## config.mk

```make
export PLATFORM = sky130hd
export DESIGN_NAME = pwr_fault_seq
export DESIGN_NICKNAME = d
export VERILOG_FILES = /design/src/rtl/pfs_pkg.sv /design/src/rtl/pfs_blank.sv /design/src/rtl/pfs_short.sv /design/src/rtl/pfs_wind.sv /design/src/rtl/pwr_fault_seq.sv
export SDC_FILE = /design/constraint.sdc
export NUM_CORES = 1
export LEC_CHECK = 0
export BUFFER_PORTS_ARGS = -buffer_cell sky130_fd_sc_hd__buf_2
export CORE_MARGIN = 5
export CORE_UTILIZATION = 55
export DETAILED_ROUTE_END_ITERATION = 7
export PLACE_DENSITY = 0.75
export SETUP_SLACK_MARGIN = 0.2
export SYNTH_ARGS = -nofsm -noshare
export SYNTH_HDL_FRONTEND = slang
export SYNTH_SLANG_ARGS = --single-unit
export TNS_END_PERCENT = 50
```

## constraint.sdc

```tcl
create_clock -name clk -period 2.35 [get_ports clk]
set_input_delay 0.3525 -clock clk [delete_from_list [all_inputs] [get_ports clk]]
set_output_delay 0.3525 -clock clk [all_outputs]
set_load 0.02 [all_outputs]
```

## src/rtl/pfs_pkg.sv

```systemverilog
package pfs_pkg;
  typedef enum logic [2:0] {
    ST_IDLE   = 3'd0,
    ST_RUN    = 3'd1,
    ST_OSHORT = 3'd2,
    ST_WSHORT = 3'd3,
    ST_LATCH  = 3'd4
  } pfs_state_e;
endpackage

```

## src/rtl/pfs_blank.sv

```systemverilog
// On-time counter shared by both blanking windows; qualifies the sense flags.
module pfs_blank #(
  parameter int unsigned LIM_BLANK = 40,
  parameter int unsigned OVR_BLANK = 15
) (
  input  logic clk,
  input  logic rst,
  input  logic start,
  input  logic gate,
  input  logic cs_limit,
  input  logic cs_over,
  output logic lim_hit,
  output logic ovr_hit
);
  localparam int unsigned CAP = (LIM_BLANK > OVR_BLANK) ? LIM_BLANK : OVR_BLANK;
  localparam int unsigned CW  = $clog2(CAP + 2);

  logic [CW-1:0] on_cnt;

  always_ff @(posedge clk) begin
    if (rst || start) begin
      on_cnt <= '0;
    end else if (gate && (on_cnt != CW'(CAP))) begin
      on_cnt <= on_cnt + 1'b1;
    end
  end

  assign lim_hit = gate && cs_limit && (on_cnt >= CW'(LIM_BLANK));
  assign ovr_hit = gate && cs_over  && (on_cnt >= CW'(OVR_BLANK));


  on_cnt_cap_chk: assert property (@(posedge clk) disable iff (rst)
    on_cnt <= CW'(CAP));
endmodule

```

## src/rtl/pfs_short.sv

```systemverilog
// Persistence timer for the zero-crossing-low flag.
module pfs_short #(
  parameter int unsigned T_SHORT = 11_250_000
) (
  input  logic clk,
  input  logic rst,
  input  logic en,
  input  logic zlow,
  output logic fault
);
  localparam int unsigned CW = $clog2(T_SHORT + 1);

  logic [CW-1:0] cnt;

  assign fault = en && zlow && (cnt == CW'(T_SHORT - 1));

  always_ff @(posedge clk) begin
    if (rst || !en || !zlow || fault) begin
      cnt <= '0;
    end else begin
      cnt <= cnt + 1'b1;
    end
  end


  short_cnt_range_chk: assert property (@(posedge clk) disable iff (rst)
    cnt < CW'(T_SHORT));

  short_restart_chk: assert property (@(posedge clk) disable iff (rst)
    (en && !zlow) |=> (cnt == '0));
endmodule

```

## src/rtl/pfs_wind.sv

```systemverilog
// Counts consecutive switching periods that saw a qualified overshoot.
module pfs_wind #(
  parameter int unsigned N_WIND = 4
) (
  input  logic clk,
  input  logic rst,
  input  logic clr,
  input  logic strobe,
  input  logic ovr_hit,
  output logic fault
);
  localparam int unsigned CW = $clog2(N_WIND + 1);

  logic          seen;
  logic [CW-1:0] cnt;
  logic          seen_now;

  assign seen_now = seen || ovr_hit;
  assign fault    = strobe && seen_now && (cnt == CW'(N_WIND - 1));

  always_ff @(posedge clk) begin
    if (rst || clr) begin
      seen <= 1'b0;
      cnt  <= '0;
    end else if (strobe) begin
      seen <= 1'b0;
      if (seen_now && !fault) cnt <= cnt + 1'b1;
      else                    cnt <= '0;
    end else if (ovr_hit) begin
      seen <= 1'b1;
    end
  end


  wind_cnt_range_chk: assert property (@(posedge clk) disable iff (rst)
    cnt < CW'(N_WIND));

  wind_clean_reset_chk: assert property (@(posedge clk) disable iff (rst)
    (strobe && !seen && !ovr_hit) |=> (cnt == '0));
endmodule

```

## src/rtl/pwr_fault_seq.sv

```systemverilog
module pwr_fault_seq #(
  parameter int unsigned T_SHORT   = 11_250_000,
  parameter int unsigned T_RESTART = 500_000_000,
  parameter int unsigned LIM_BLANK = 40,
  parameter int unsigned OVR_BLANK = 15,
  parameter int unsigned N_WIND    = 4
) (
  input  logic       clk,
  input  logic       rst,
  input  logic       sw_strobe,
  input  logic       cs_limit,
  input  logic       cs_over,
  input  logic       zcd_low,
  input  logic       auto_mode,
  output logic       gate_en,
  output logic [2:0] status
);
  import pfs_pkg::*;

  localparam int unsigned RW = $clog2(T_RESTART + 1);

  pfs_state_e    state_q;
  logic          gate_q;
  logic [RW-1:0] rcnt;
  logic          run;
  logic          start;
  logic          lim_hit;
  logic          ovr_hit;
  logic          wind_flt;
  logic          short_flt;

  assign run   = (state_q == ST_RUN);
  assign start = run && sw_strobe;

  pfs_blank #(.LIM_BLANK(LIM_BLANK), .OVR_BLANK(OVR_BLANK)) u_blank (
    .clk(clk), .rst(rst), .start(start), .gate(gate_q),
    .cs_limit(cs_limit), .cs_over(cs_over),
    .lim_hit(lim_hit), .ovr_hit(ovr_hit)
  );

  pfs_short #(.T_SHORT(T_SHORT)) u_short (
    .clk(clk), .rst(rst), .en(run), .zlow(zcd_low), .fault(short_flt)
  );

  pfs_wind #(.N_WIND(N_WIND)) u_wind (
    .clk(clk), .rst(rst), .clr(!run), .strobe(start),
    .ovr_hit(ovr_hit), .fault(wind_flt)
  );

  always_ff @(posedge clk) begin
    if (rst) begin
      state_q <= ST_IDLE;
      gate_q  <= 1'b0;
      rcnt    <= '0;
    end else begin
      case (state_q)
        ST_IDLE: begin
          state_q <= ST_RUN;
          gate_q  <= 1'b0;
        end
        ST_RUN: begin
          rcnt <= '0;
          if (wind_flt) begin
            state_q <= auto_mode ? ST_WSHORT : ST_LATCH;
            gate_q  <= 1'b0;
          end else if (short_flt) begin
            state_q <= auto_mode ? ST_OSHORT : ST_LATCH;
            gate_q  <= 1'b0;
          end else if (sw_strobe) begin
            gate_q <= 1'b1;
          end else if (lim_hit) begin
            gate_q <= 1'b0;
          end
        end
        ST_OSHORT, ST_WSHORT: begin
          gate_q <= 1'b0;
          if (rcnt == RW'(T_RESTART - 1)) begin
            state_q <= ST_RUN;
            rcnt    <= '0;
          end else begin
            rcnt <= rcnt + 1'b1;
          end
        end
        default: begin
          state_q <= ST_LATCH;
          gate_q  <= 1'b0;
        end
      endcase
    end
  end

  assign gate_en = gate_q;
  assign status  = state_q;


  idle_to_run_chk: assert property (@(posedge clk) disable iff (rst)
    (state_q == ST_IDLE) |=> (state_q == ST_RUN));

  gate_rise_chk: assert property (@(posedge clk) disable iff (rst)
    $rose(gate_q) |-> $past(sw_strobe));

  lim_fall_chk: assert property (@(posedge clk) disable iff (rst)
    (run && $past(run) && $fell(gate_q)) |-> $past(cs_limit));

  restart_gap_chk: assert property (@(posedge clk) disable iff (rst)
    (state_q == ST_OSHORT || state_q == ST_WSHORT) |-> (rcnt < RW'(T_RESTART)));

  resume_low_chk: assert property (@(posedge clk) disable iff (rst)
    (run && $past(state_q) != ST_RUN) |-> !gate_q);

  gate_only_run_chk: assert property (@(posedge clk) disable iff (rst)
    gate_q |-> run);

  latch_hold_chk: assert property (@(posedge clk) disable iff (rst)
    (state_q == ST_LATCH) |=> (state_q == ST_LATCH));
endmodule

```

==> metrics.log <==
[metrics] Setup-failing EPs final: 0
[metrics] CP Data Required Time: 2.58 ns
[metrics] TritonCTS Buffers: 9
[metrics] Leak: 1.373 nW
[metrics] nets in the synthesized netlist: 408
[metrics] area post-placement: 3562 µm²
[metrics] Synth area leader: dfxtp_1
[metrics] count of vias placed by the detailed router: 2983
[metrics] final weighted congestion in routability-driven placement: 0.8795
[metrics] share of layout cells above drive strength 1: 17.52%
[metrics] max cap viols: 0
[metrics] wire length of the first global-routing pass: 12790 µm
[metrics] DRT Pass-1 Iters: 5
[metrics] category of the most critical setup path: reg -> reg
[metrics] Post-Synthesis Cells: 395
[metrics] area share of the largest cell type after synthesis: 40.47%
[metrics] Port Buf Inserts: 10
[metrics] number of levels the H-tree was split into: 3
[metrics] Cell Rows: 28
[metrics] dominant synthesized flop cell: dfxtp_1
[metrics] sort of element at the end of the critical path: flop
[metrics] post-synth design cell area: 3314 µm²
[metrics] clock buffer depth: 2
[metrics] number of hold buffers added after CTS: 0
[metrics] DRC Markers: 0
[metrics] run status: completed
[metrics] worst slew margin relative to its limit: 59.30%
[metrics] Post-DRT Antenna Nets: 0
[metrics] Final period util: 93.12%
[metrics] width of the die: 87.63 µm
[metrics] area of the die: 7679 µm²
[metrics] antenna cells: 0
[metrics] ranking of synthesized cells by area: dfxtp_1 40%, nor2_1 6.6%, xor2_1 5.5%
[metrics] Total Wirelength: 7457 µm
[metrics] CORE AREA: 5886 µm²
[metrics] synthesized flop and latch total: 67
[metrics] minimum clock period after layout: 2.188 ns
[metrics] count of flip-flops with a built-in enable after synthesis: 0
[metrics] total congestion overflow: 0
[metrics] Arrival @ worst endpoint: 2.42 ns
[metrics] unrepaired setup endpoints after global routing: true
[metrics] TritonCTS clock tree: built
[metrics] Least-Margin Pin Slew: 0.6105 ns
[metrics] insertion delay of the later-clocked pin in the worst-skew pair: 0.34 ns
[metrics] clock root buffer: clkbuf_8
[metrics] distinct cell type count after synthesis: 57
[metrics] DP HPWL: 5161 µm
[metrics] sequential area share after synthesis: 40.47%
[metrics] VDD IR max: 0.0004500 V
[metrics] hold violation count in the final report: 0
[metrics] Clock Sinks: 67
[metrics] CP Max Fanout: 6
[metrics] Startpoint Class: flop
[metrics] worst min path class: in -> reg
[metrics] final cell area excluding filler cells: 3857 µm²
[metrics] vertical die dimension: 87.63 µm
[metrics] number of warning messages in the yosys log: 0
[metrics] routed length per instance: 14.83 µm
[metrics] number of antenna violations at the first check in global routing: 0
[metrics] Synth-to-Final Area Change: 16.38%
[metrics] overall track demand over capacity in global routing: 20.68%
[metrics] achievable clock frequency: 0.4569 GHz
[metrics] Async S/R FF share, synth: 0%
[metrics] synthesized area per cell: 8.391 µm²
[metrics] number of fillers in the final layout: 505
[metrics] most repeated cell in the gate-level netlist after synthesis: dfxtp_1
[metrics] final core utilization: 65.54%
[metrics] setup TNS after final layout: 0 ns
[metrics] via count of the first global-routing pass: 2796
[metrics] ratio of routed vias to standard cells: 5.930
[metrics] Commonest cells post-synth: 67 x dfxtp_1, 58 x nor2_1, 22 x nand4_1, 21 x nand3_1, 21 x xor2_1
[metrics] # IOs: 11
[metrics] clk slew on worst S/H paths: 0.08 ns
[metrics] DR iter-0 viols: 264
[metrics] Setup Skew: 0.009678 ns
[metrics] nets: 436
[metrics] starting density of the core: 56.31%
[metrics] largest net degree at the start of global routing: 25
[metrics] Pins Over Slew Limit: 0
[metrics] power density over the cells: 668.4 nW/µm²
==> routing by layer <==
| layer | part of all wire [%] | wire length [µm] | GRT usage (%) |
|---|---|---|---|
| met5 | 0 | 0 | 0 |
| met2 | 45 | 3348 | 31.37 |
| met3 | 4.6 | 342 | 3.669 |
| met4 | 1.6 | 117 | 8.926 |
| met1 | 49 | 3647 | 28.81 |
==> metrics by stage <==
step	worst slack (ns)	hold WS, ns	power, mW	cells
after floorplan	0.1954	0.4295	1.478	395
after global placement	0.2077	0.4437	1.585	481
after detailed placement	0.1310	0.4553	1.596	481
after CTS	0.2011	0.2030	2.567	498
after global routing	0.1245	0.2163	2.685	503
final	0.1616	0.2109	2.578	503
==> area by class of cell <==
type | count | area, µm² | area share, %
Clock buffer | 12 | 155.1 | 4.022
Clock inverter | 4 | 48.80 | 1.265
Inverter | 14 | 52.55 | 1.362
Multi-Input combinational cell | 295 | 1913 | 49.59
Sequential cell | 67 | 1349 | 34.97
Tap cell | 75 | 93.84 | 2.433
Timing Repair Buffer | 36 | 245.2 | 6.357
==> what timing repair did <==
action,CTS,global route
buffers inserted,1,5
gates resized for setup,4,6
endpoints found under the setup margin,11,45
pin swaps,2,2
==> sequential cells by signal (all words and copies together) (netlist names) <==
register and flops:
gate_en 1, rcnt 29, status 3, u_blank.on_cnt 6
u_short.cnt 24, u_wind.cnt 3, u_wind.seen 1
==> worst max-delay path, stage by stage, from the launching register on <==
cell and delay [ns]:
dfxtp_2 0.35, or4b_1 0.61, or4_4 0.54, o21ai_4 0.23, nor3_1 0.08, a211o_1 0.27
==> where the power goes <==
part,total [mW],switching [mW],internal [mW]
Combinational,0.400,0.259,0.141
Clock,0.982,0.436,0.547
Sequential,1.20,0.0303,1.16
==> final timing paths <==
path                            depth (start not counted)  slack [ns]      startpoint             end
worst max register to register                          5        0.16         rcnt[8]        rcnt[14]
worst min register to register                          1        0.46  u_short.cnt[0]  u_short.cnt[0]
worst max-delay path                                    5        0.16         rcnt[8]        rcnt[14]
worst min-delay path                                    2        0.21       sw_strobe     u_wind.seen
==> logic make-up after synthesis <==
logic type | after synthesis | share of synthesized area (%)
fa+ha+maj | 6 | 2.265
xor+xnor | 35 | 9.249
mux | 3 | 0.9060
compound gates | 65 | 12.95
simple gates | 186 | 30.12
flops | 67 | 40.47
buf+inv | 33 | 4.039
==> layout by cell type (no fill, tap or decap), drive strengths merged, types with 11 or more instances in the layout <==
| cell | count |
|---|---|
| buf | 36 |
| nor2 | 58 |
| clkbuf | 12 |
| xnor2 | 14 |
| a21oi | 16 |
| nand3 | 21 |
| inv | 14 |
| dfxtp | 67 |
| nor4 | 11 |
| nand2 | 18 |
| a31oi | 15 |
| xor2 | 21 |
| o21ai | 11 |
| nand4 | 23 |
(Power assumes the default switching activity.)
